[config.mk]
export PLATFORM = sky130hd
export DESIGN_NAME = sysreg_trap_decoder
export DESIGN_NICKNAME = d
export VERILOG_FILES = /design/src/rtl/sysreg_trap_pkg.sv /design/src/rtl/sysreg_trap_ctrl.sv /design/src/rtl/sysreg_trap_dp.sv /design/src/rtl/sysreg_trap_decoder.sv
export SDC_FILE = /design/constraint.sdc
export NUM_CORES = 1
export LEC_CHECK = 0
export ABC_AREA = 1
export BUFFER_PORTS_ARGS = -buffer_cell sky130_fd_sc_hd__buf_2
export CORE_AREA = 2 2 39 41
export CTS_BUF_LIST = sky130_fd_sc_hd__clkbuf_16
export CTS_CLUSTER_SIZE = 24
export DETAILED_ROUTE_END_ITERATION = 10
export DIE_AREA = 0 0 41 43
export GPL_TIMING_DRIVEN = 0
export PLACE_DENSITY = 0.62
export SLEW_MARGIN = 20
export SYNTH_ARGS = -nofsm -noshare
export SYNTH_HDL_FRONTEND = slang
export SYNTH_SLANG_ARGS = --single-unit
[constraint.sdc]
create_clock -name clk -period 1.25 [get_ports clk]
set_clock_uncertainty 0.2 [all_clocks]
set_input_delay 0.25 -clock clk [delete_from_list [all_inputs] [get_ports clk]]
set_output_delay 0.25 -clock clk [all_outputs]
set_load 0.03 [all_outputs]
[src/rtl/sysreg_trap_pkg.sv]
package sysreg_trap_pkg;
  localparam int EL_W = 2;

  typedef enum logic [EL_W-1:0] {
    LVL0 = 2'd0,
    LVL1 = 2'd1,
    LVL2 = 2'd2,
    LVL3 = 2'd3
  } excLevel_e;

  // strobes from control to datapath
  typedef struct packed {
    logic      load;
    logic      undef;
    logic      trap;
    excLevel_e targetEl;
  } trapStrobe_t;
endpackage

[src/rtl/sysreg_trap_ctrl.sv]
module sysreg_trap_ctrl
  import sysreg_trap_pkg::*;
(
  input  logic        reqValid,
  input  logic        reqWrite,
  input  excLevel_e   reqEl,
  input  logic        el1TraceTrap,
  input  logic        el2TraceTrap,
  input  logic        el3TraceTrap,
  input  logic        fgtReadTrap,
  input  logic        fgtWriteTrap,
  input  logic        fgtEnable,
  input  logic        el2Enabled,
  input  logic        el2Is64,
  input  logic        el3Present,
  input  logic        el3Is64,
  output trapStrobe_t strobe
);
  logic el2Live, el3Live, fgtBit, fgtLive;

  assign el2Live = el2Enabled && el2Is64;
  assign el3Live = el3Present && el3Is64;
  assign fgtBit  = reqWrite ? fgtWriteTrap : fgtReadTrap;
  assign fgtLive = el2Live && (!el3Present || fgtEnable) && fgtBit;

  always_comb begin
    strobe          = '0;
    strobe.load     = reqValid;
    strobe.targetEl = LVL0;
    unique case (reqEl)
      LVL0: strobe.undef = 1'b1;
      LVL1: begin
        if (el1TraceTrap) begin
          strobe.trap = 1'b1; strobe.targetEl = LVL1;
        end else if (el2Live && el2TraceTrap) begin
          strobe.trap = 1'b1; strobe.targetEl = LVL2;
        end else if (fgtLive) begin
          strobe.trap = 1'b1; strobe.targetEl = LVL2;
        end else if (el3Live && el3TraceTrap) begin
          strobe.trap = 1'b1; strobe.targetEl = LVL3;
        end
      end
      LVL2: begin
        if (el2TraceTrap) begin
          strobe.trap = 1'b1; strobe.targetEl = LVL2;
        end else if (el3Live && el3TraceTrap) begin
          strobe.trap = 1'b1; strobe.targetEl = LVL3;
        end
      end
      LVL3: begin
        if (el3TraceTrap) begin
          strobe.trap = 1'b1; strobe.targetEl = LVL3;
        end
      end
      default: strobe.undef = 1'b1;
    endcase
  end
endmodule

[src/rtl/sysreg_trap_dp.sv]
module sysreg_trap_dp
  import sysreg_trap_pkg::*;
#(
  parameter int                 CLASS_W    = 6,
  parameter logic [CLASS_W-1:0] TRAP_CLASS = CLASS_W'('h18)
) (
  input  logic               clk,
  input  logic               rstN,
  input  trapStrobe_t        strobe,
  output logic               rspValid,
  output logic               rspUndef,
  output logic               rspTrap,
  output logic               rspPermit,
  output logic [EL_W-1:0]    rspTargetEl,
  output logic [CLASS_W-1:0] rspClass
);
  always_ff @(posedge clk) begin
    if (!rstN) begin
      rspValid    <= 1'b0;
      rspUndef    <= 1'b0;
      rspTrap     <= 1'b0;
      rspPermit   <= 1'b0;
      rspTargetEl <= '0;
      rspClass    <= '0;
    end else begin
      rspValid <= strobe.load;
      if (strobe.load) begin
        rspUndef    <= strobe.undef;
        rspTrap     <= strobe.trap;
        rspPermit   <= !strobe.undef && !strobe.trap;
        rspTargetEl <= strobe.trap ? strobe.targetEl : '0;
        rspClass    <= strobe.trap ? TRAP_CLASS : '0;
      end
    end
  end
endmodule

[src/rtl/sysreg_trap_decoder.sv]
module sysreg_trap_decoder
  import sysreg_trap_pkg::*;
#(
  parameter int                 CLASS_W    = 6,
  parameter logic [CLASS_W-1:0] TRAP_CLASS = CLASS_W'('h18)
) (
  input  logic               clk,
  input  logic               rstN,
  input  logic               reqValid,
  input  logic               reqWrite,
  input  logic [1:0]         reqEl,
  input  logic               el1TraceTrap,
  input  logic               el2TraceTrap,
  input  logic               el3TraceTrap,
  input  logic               fgtReadTrap,
  input  logic               fgtWriteTrap,
  input  logic               fgtEnable,
  input  logic               el2Enabled,
  input  logic               el2Is64,
  input  logic               el3Present,
  input  logic               el3Is64,
  output logic               rspValid,
  output logic               rspUndef,
  output logic               rspTrap,
  output logic               rspPermit,
  output logic [1:0]         rspTargetEl,
  output logic [CLASS_W-1:0] rspClass
);
  trapStrobe_t strobe;

  sysreg_trap_ctrl u_ctrl (
    .reqValid     (reqValid),
    .reqWrite     (reqWrite),
    .reqEl        (excLevel_e'(reqEl)),
    .el1TraceTrap (el1TraceTrap),
    .el2TraceTrap (el2TraceTrap),
    .el3TraceTrap (el3TraceTrap),
    .fgtReadTrap  (fgtReadTrap),
    .fgtWriteTrap (fgtWriteTrap),
    .fgtEnable    (fgtEnable),
    .el2Enabled   (el2Enabled),
    .el2Is64      (el2Is64),
    .el3Present   (el3Present),
    .el3Is64      (el3Is64),
    .strobe       (strobe)
  );

  sysreg_trap_dp #(.CLASS_W(CLASS_W), .TRAP_CLASS(TRAP_CLASS)) u_dp (
    .clk         (clk),
    .rstN        (rstN),
    .strobe      (strobe),
    .rspValid    (rspValid),
    .rspUndef    (rspUndef),
    .rspTrap     (rspTrap),
    .rspPermit   (rspPermit),
    .rspTargetEl (rspTargetEl),
    .rspClass    (rspClass)
  );
endmodule

Yosys cells after proc, flatten, opt, wreduce, memory -nomap -nowiden
Cells that the tools add are included.

Word-level logic and storage cells: 32. Latch bits: 0. Memory bits (writable): 0. Input bits: 16. Memories: 0. Register bits: 12. Bits in read-only memories: 0.

Bitwise operators: 0. Add/subtract/negate cells: 0. Eq/ne operators: 3. Reduce and logical (&&, ||, !) cells: 12. Shifts and indexed selects: 0. Divide/modulo/power cells: 0. Multiply operators: 0. Magnitude comparators: 0. Muxes and demuxes: 11.

Operators by type and width (count): $mux 3 (6); $pmux 3 s3 (1); $logic_and 1x1->1 (7); $mux 5 (1); $eq 2x2->1 const B (2); $logic_not 1->1 (3); $eq 2x1->1 const B (1); $logic_not 2->1 (1); $mux 1 (2); $mux 2 (1); $logic_or 1x1->1 (1).

Longest topological paths before layout
Gate-level depths: netlist (run 1).

Word-level depth: 10. Mapped depth: 9. Depth with buffers taken out: 9.

Cells and area by module
From an unflattened synthesis (run 1), not the netlist that was laid out.

Cell total of the unflattened synthesis: 71. Area total of the unflattened synthesis: 417.9 um2.

Modules (own cells, without submodules): sysreg_trap_dp (cells an instance 35, seq. area each 120.1 um2, area each 264.0 um2, instances 1); sysreg_trap_ctrl (cells an instance 36, seq. area each 0.0 um2, area each 153.9 um2, instances 1).

Worst setup path after synthesis (run 1)
OpenSTA, ideal clock, no wires.

Path kind: register to output. Start point: reg u_dp.rspClass[3]. End point: out rspClass[3]. Arrival time: 0.738 ns. Setup slack: 0.062 ns. Cell stages (with the launch flop): 2. Cells stage by stage: dfxtp_1 -> buf_4.

RTL lines: start, declared (line sysreg_trap_dp.sv:15) `output logic [CLASS_W-1:0] rspClass`; start signal, assigned (line sysreg_trap_dp.sv:32) `rspClass <= strobe.trap ? TRAP_CLASS : '0;`; end, declared (line sysreg_trap_decoder.sv:27) `output logic [CLASS_W-1:0] rspClass`.

No word-level cell between the ends.

==> results of run 1 <==
==> routing by layer <==
layer | part of all wire | global-route usage
met3 | 0.061 | 0.0785
met1 | 0.38 | 0.106
met4 | 0 | 0.0333
met5 | 0 | 0
met2 | 0.56 | 0.231
==> Yosys cell counts <==
library cell,number,area share
inv_1,8,0.074
conb_1,1,0.0092
nand3_1,4,0.049
nand2_1,22,0.20
o21ai_1,1,0.012
buf_4,6,0.11
nor2_1,4,0.037
a21oi_1,5,0.062
inv_2,3,0.028
a21oi_2,1,0.022
o21ai_0,1,0.012
nor2_2,1,0.015
a31oi_1,1,0.015
dfxtp_1,6,0.30
a31oi_2,1,0.031
nand3_2,1,0.025
==> cells by family (layout without fill, tap and decap cells) <==
kind of cell	after synthesis	after routing
compound gates	10	10
simple gates	32	32
flops	6	6
other cells	1	4
buf+inv	17	43
==> path summary, 6_finish.rpt <==
check                           slack, ns  cells past startpoint                             to                           from
worst max register to register       0.36                      2  u_dp.rspClass[3]$_SDFFE_PN0P_  u_dp.rspClass[3]$_SDFFE_PN0P_
worst min-delay path                 0.05                      3       u_dp.rspValid$_SDFF_PN0_                           rstN
worst max-delay path                0.001                      2                    rspClass[4]  u_dp.rspClass[3]$_SDFFE_PN0P_
worst min register to register       0.26                      2    u_dp.rspPermit$_SDFFE_PN0P_    u_dp.rspPermit$_SDFFE_PN0P_
==> critical path: cells and delay by family, from the launching register on <==
family | cells | cell delay [ns]
DFF | 1 | 0.36
buffers and inverters | 2 | 0.21
==> area by class of cell <==
class	instances	area (um^2)
fillers	153	734
multi-input cells	46	211
inverters	11	41.3
plain buffers	6	52.6
well taps	16	20.0
repair buffers	23	128
flip-flops and latches	6	121
clock buffers	3	75.1
==> registers in the layout (all words and copies together) (netlist names) <==
register,flops
u_dp.rspTargetEl,2
u_dp.rspValid,1
u_dp.rspUndef,1
u_dp.rspPermit,1
u_dp.rspClass,1
==> power by group <==
| group | switching, mW | internal (mW) | leakage, nW |
|---|---|---|---|
| combinational | 0.106 | 0.0693 | 0.297 |
| clock | 0.101 | 0.410 | 0.0370 |
| sequential | 0.00629 | 0.204 | 0.0498 |
| total | 0.212 | 0.683 | 0.383 |
==> stage by stage <==
step / util / TNS, ns / cells / instance area, um^2
6_report: 0.469 / 0 / 111 / 649
5_1_grt: 0.469 / -0.0621 / 111 / 649
4_1_cts: 0.464 / -0.0112 / 111 / 642
3_5_place_dp: 0.400 / -0.00129 / 108 / 553
3_3_place_gp: 0.400 / 0 / 108 / 553
2_1_floorplan: - / 0 / 69 / 418
==> what timing repair did <==
action,CTS,global route
endpoints found under the setup margin,3,2
gates resized for setup,5,2
gates cloned,0,0
==> out/qor.csv, run 1 <==
metric,value,unit
yosysWarnings,0,
die_h,43,um
irDropWorstVdd,0.00135,V
synth-simple-area-share,0.329,
io_buffers,23,
via_per_inst,4.22,
synth_cell_types,16,
crit_path_end_kind,output port,
drc,0,
numCtsBuffers,3,
worstSetupPathType,reg -> out,
whs,0.0455,ns
avgRoutedWirePerCell,8.61,um
h-tree-depth,1,
antenna_found_initial,0,
seq_area_frac_synth,0.295,
fin_ws,0.00127,ns
max_freq,0.801,GHz
drt_wl_total,956,um
worstPathArrival,0.80,ns
synth_compound_area_frac,0.154,
rsz0062_at_grt,yes,
crit_path_start_kind,register,
grt_overflow,0,
core_area,1380,um^2
finalHoldViolations,0,
ctsRootBufferMaster,clkbuf_16,
crit_chain,buf_6 > buf_6,
leakagePower,0.383,nW
report.final.slew_viol_count,0,
synth_cells,66,
power,0.896,mW
place_ws,-0.00129,ns
synthXorXnorAreaFrac,0,
finalCriticalPeriod,1.25,ns
synthesis.area,407,um^2
crit_fanout,4,
hold_class,in -> reg,
clkLatencyLatePin,0.23,ns
grt_pass1_vias,461,
period_share,0.999,
pin_count,28,
required,0.80,ns
synthMuxAreaShare,0,
postCtsHoldBufs,0,
syn_to_final_growth,59.7,%
grt_start_max_net_pins,6,
fin_nets,113,
cts.sinks,6,
first_pass_iters,4,
critPathMaxStageDelay,0.36,ns
hpwl,746,um
drv_cap,0,
pwr_density_cell,1380,nW/um^2
clk_path_buf_depth,2,
layout_commonest_cell,nand2_1,
die_w,41,um
cp_slowest_cell,dfxtp_2,
crit_top_cell,buf_6,
vias,468,
rows,14,
post-cts-setup-buffers,0,
syn_avg_cell_area,6.16,um^2
diodes,0,
setup_viol,0,
final_cell_mix,"22 x nand2_1, 21 x buf_2, 8 x inv_1",
ant_nets,0,
grt_first_pass_wirelength,1530,um
drt-initial-drc-count,2,
drive_gt1_frac,0.421,
place_congestion,0.782,
tritoncts,yes,
ys_ff_latch,6,
die-area,1760,um^2
status,"complete, no violations",
initial_utilization,0.294,
clkTransAtPathRegs,0.03,ns
synth_top_family_by_area,simple AND/OR/NAND/NOR gates,
grt_usage,0.128,
synth_fa_ha_area_frac,0,
Note: power is estimated with default switching activity, not from simulation.
==> run 2: changes to the inputs <==
--- a/config.mk
+++ b/config.mk
@@ -5,7 +5,6 @@
 export SDC_FILE = /design/constraint.sdc
 export NUM_CORES = 1
 export LEC_CHECK = 0
-export ABC_AREA = 1
 export BUFFER_PORTS_ARGS = -buffer_cell sky130_fd_sc_hd__buf_2
 export CORE_AREA = 2 2 39 41
 export CTS_BUF_LIST = sky130_fd_sc_hd__clkbuf_16
@@ -13,7 +12,7 @@
 export DETAILED_ROUTE_END_ITERATION = 10
 export DIE_AREA = 0 0 41 43
 export GPL_TIMING_DRIVEN = 0
-export PLACE_DENSITY = 0.62
+export PLACE_DENSITY = 0.63
 export SLEW_MARGIN = 20
 export SYNTH_ARGS = -nofsm -noshare
 export SYNTH_HDL_FRONTEND = slang
==> out/qor.csv, run 2 <==
metric,value,unit,change
yosysWarnings,0,,unchanged
initial_utilization,0.299,,+0.00542
p_int,0.694,mW,+1.6%
grt_usage,0.121,,-0.00679
period_share,0.998,,-0.00133
irDropWorstVdd,0.000773,V,-43%
final_util,0.478,,+0.00904
crit_path_start_kind,register,,
syn_to_final_growth,59.8,%,about the same
first_pass_iters,3,,-1
grt_pass1_vias,372,,-19%
diodes,0,,unchanged
fin_nets,96,,-15%
seq_area_frac_synth,0.290,,-0.00535
clkLatencyLatePin,0.22,ns,about the same
setup_viol,0,,unchanged
grt_start_max_net_pins,8,,+2
worstPathArrival,0.80,ns,about the same
hpwl,731,um,-2.1%
leakagePower,0.340,nW,-11%
place_congestion,0.715,,-8.6%
grt_overflow,0,,unchanged
avgRoutedWirePerCell,9.52,um,+11%
drive_gt1_frac,0.487,,+0.0661
ys_top_cells_by_area,"dfxtp_1 29%, buf_4 11%, nand2_1 5.4%, nor4_4 5.1%, a21oi_1 3.6%",,
post-cts-setup-buffers,0,,unchanged
synthArstFlopShare,0,,unchanged
synth_cell_types,25,,+9
grt_first_pass_wirelength,1440,um,-6.3%
worstSetupPathType,reg -> out,,
required,0.80,ns,about the same
finalHoldViolations,0,,unchanged
numCtsBuffers,3,,unchanged
pin_count,28,,unchanged
die_h,43,um,unchanged
tritoncts,yes,,
ys_ff_latch,6,,unchanged
crit_path_end_kind,output port,,
seq_power_share,0.231,,-0.004
largest_reg_flops,2,,unchanged
drt_wl_total,895,um,-6.4%
yosys.area.top_type_share,0.290,,-0.00535
synth_ff_type,dfxtp_1,,
io_buffers,23,,unchanged
p_clk_frac,0.570,,about the same
switchingPower,0.217,mW,+2.0%
drc,0,,unchanged
r2r_end,u_dp.rspPermit$_SDFFE_PN0P_,,
final_cell_mix,"20 x buf_2, 6 x nand2_1, 6 x buf_4",,
via_per_inst,4.51,,+7.0%
crit_fanout,4,,unchanged
yosysTopAreaCell,dfxtp_1,,
rsz0062_at_grt,yes,,
power,0.911,mW,+1.7%
p_sw_frac,0.238,,+0.000734
drv_cap,0,,unchanged
pwr_density_cell,1380,nW/um^2,-0.23%
ctsRootBufferMaster,clkbuf_16,,
finalCriticalPeriod,1.25,ns,-0.00166 ns
h-tree-depth,1,,unchanged
status,"complete, no violations",,
whs,0.0723,ns,+0.0268 ns
layout_commonest_cell,buf_2,,
vias,424,,-9.4%
antenna_found_initial,0,,unchanged
drt-initial-drc-count,5,,+3
report.final.slew_viol_count,0,,unchanged
endpoint,rspClass[3],,
rows,14,,unchanged
cp-startpoint,u_dp.rspClass[3]$_SDFFE_PN0P_,,
synth-edff-count,0,,unchanged
r2r-start,u_dp.rspPermit$_SDFFE_PN0P_,,
synth_cells,49,,-26%
clk_path_buf_depth,2,,unchanged
top_register,u_dp.rspTargetEl,,
max_freq,0.802,GHz,+0.13%
ant_nets,0,,unchanged
n_fill_cell,136,,-11%
netlist_top_cells_count,"6 x buf_4, 6 x dfxtp_1, 6 x nand2_1, 4 x inv_1, 4 x nor2_1",,
r2r_slack,0.34,ns,-0.02 ns
power.share.combinational,0.199,,+0.004
hold_class,in -> reg,,
die-area,1760,um^2,unchanged
clkTransAtPathRegs,0.04,ns,about the same
syn_avg_cell_area,8.45,um^2,+37%
r2r_cells,1,,-1
core_area,1380,um^2,unchanged
die_w,41,um,unchanged
synthesis.area,414,um^2,+1.8%
cts.sinks,6,,unchanged
postCtsHoldBufs,0,,unchanged
[run 2: what timing repair did]
action	CTS	global route
setup endpoints to repair	3	3
resized for setup	5	2
pin swaps	0	1
[run 2: worst max-delay path, cell delays in order (launching register included)]
cell	delay (ns)
dfxtp_2	0.32
buf_4	0.13
buf_6	0.13
[run 2: metrics by stage]
| stage | TNS (ns) | cells | setup slack (ns) | cell area [um^2] |
|---|---|---|---|---|
| after CTS | -0.00474 | 94 | -0.00285 | 649 |
| after global routing | -0.0369 | 94 | -0.0173 | 662 |
| after global placement | -0.582 | 91 | -0.175 | 561 |
| final | 0 | 94 | 0.00293 | 662 |
| after detailed placement | -0.601 | 91 | -0.185 | 561 |
| after floorplan | -0.0470 | 52 | -0.0283 | 425 |
[run 2: layout make-up]
| cell class | count | area, um^2 | area share |
|---|---|---|---|
| flip-flops and latches | 6 | 121 | 0.183 |
| multi-input cells | 36 | 251 | 0.380 |
| plain buffers | 6 | 45.0 | 0.0681 |
| repair buffers | 23 | 134 | 0.202 |
| well taps | 16 | 20.0 | 0.0302 |
| inverters | 4 | 15.0 | 0.0227 |
| clock buffers | 3 | 75.1 | 0.113 |
[run 2: kinds of logic (layout without fill, tap and decap cells)]
group,after synthesis,count (layout),synth area share
buf+inv,10,36,0.145
flops,6,6,0.290
other cells,1,4,0.00905
mux,2,2,0.0604
compound gates,12,12,0.227
simple gates,18,18,0.269
[run 2: worst min-delay path by stage]
stage	cells after the start	startpoint	slack, ns	end
after global placement	2	u_dp.rspTargetEl[0]$_SDFFE_PN0P_	0.26	u_dp.rspTargetEl[0]$_SDFFE_PN0P_
final	2	rstN	0.07	u_dp.rspUndef$_SDFFE_PN0P_
after CTS	2	rstN	0.08	u_dp.rspUndef$_SDFFE_PN0P_
after global routing	2	rstN	0.1	u_dp.rspUndef$_SDFFE_PN0P_
after floorplan	1	rstN	0.18	u_dp.rspUndef$_SDFFE_PN0P_
after detailed placement	2	u_dp.rspTargetEl[0]$_SDFFE_PN0P_	0.26	u_dp.rspTargetEl[0]$_SDFFE_PN0P_
[run 2: routing by layer]
metal  GRT usage  up-vias  part of all wire  wire [um]
met5           0        -                 0          0
met4       0.100        0             0.030         27
met1       0.143      178              0.38        341
met3      0.0157        2             0.084         75
met2       0.181       21              0.50        451
li1            -      223                 -          -
[run 2: power by group through the flow]
stage / registers (mW) / logic (mW) / clock network [mW]
floorplan: 0.235 / 0.0930 / 0
global placement: 0.212 / 0.169 / 0
detailed placement: 0.213 / 0.171 / 0
CTS: 0.211 / 0.177 / 0.523
global route: 0.212 / 0.198 / 0.534
finish: 0.211 / 0.181 / 0.519
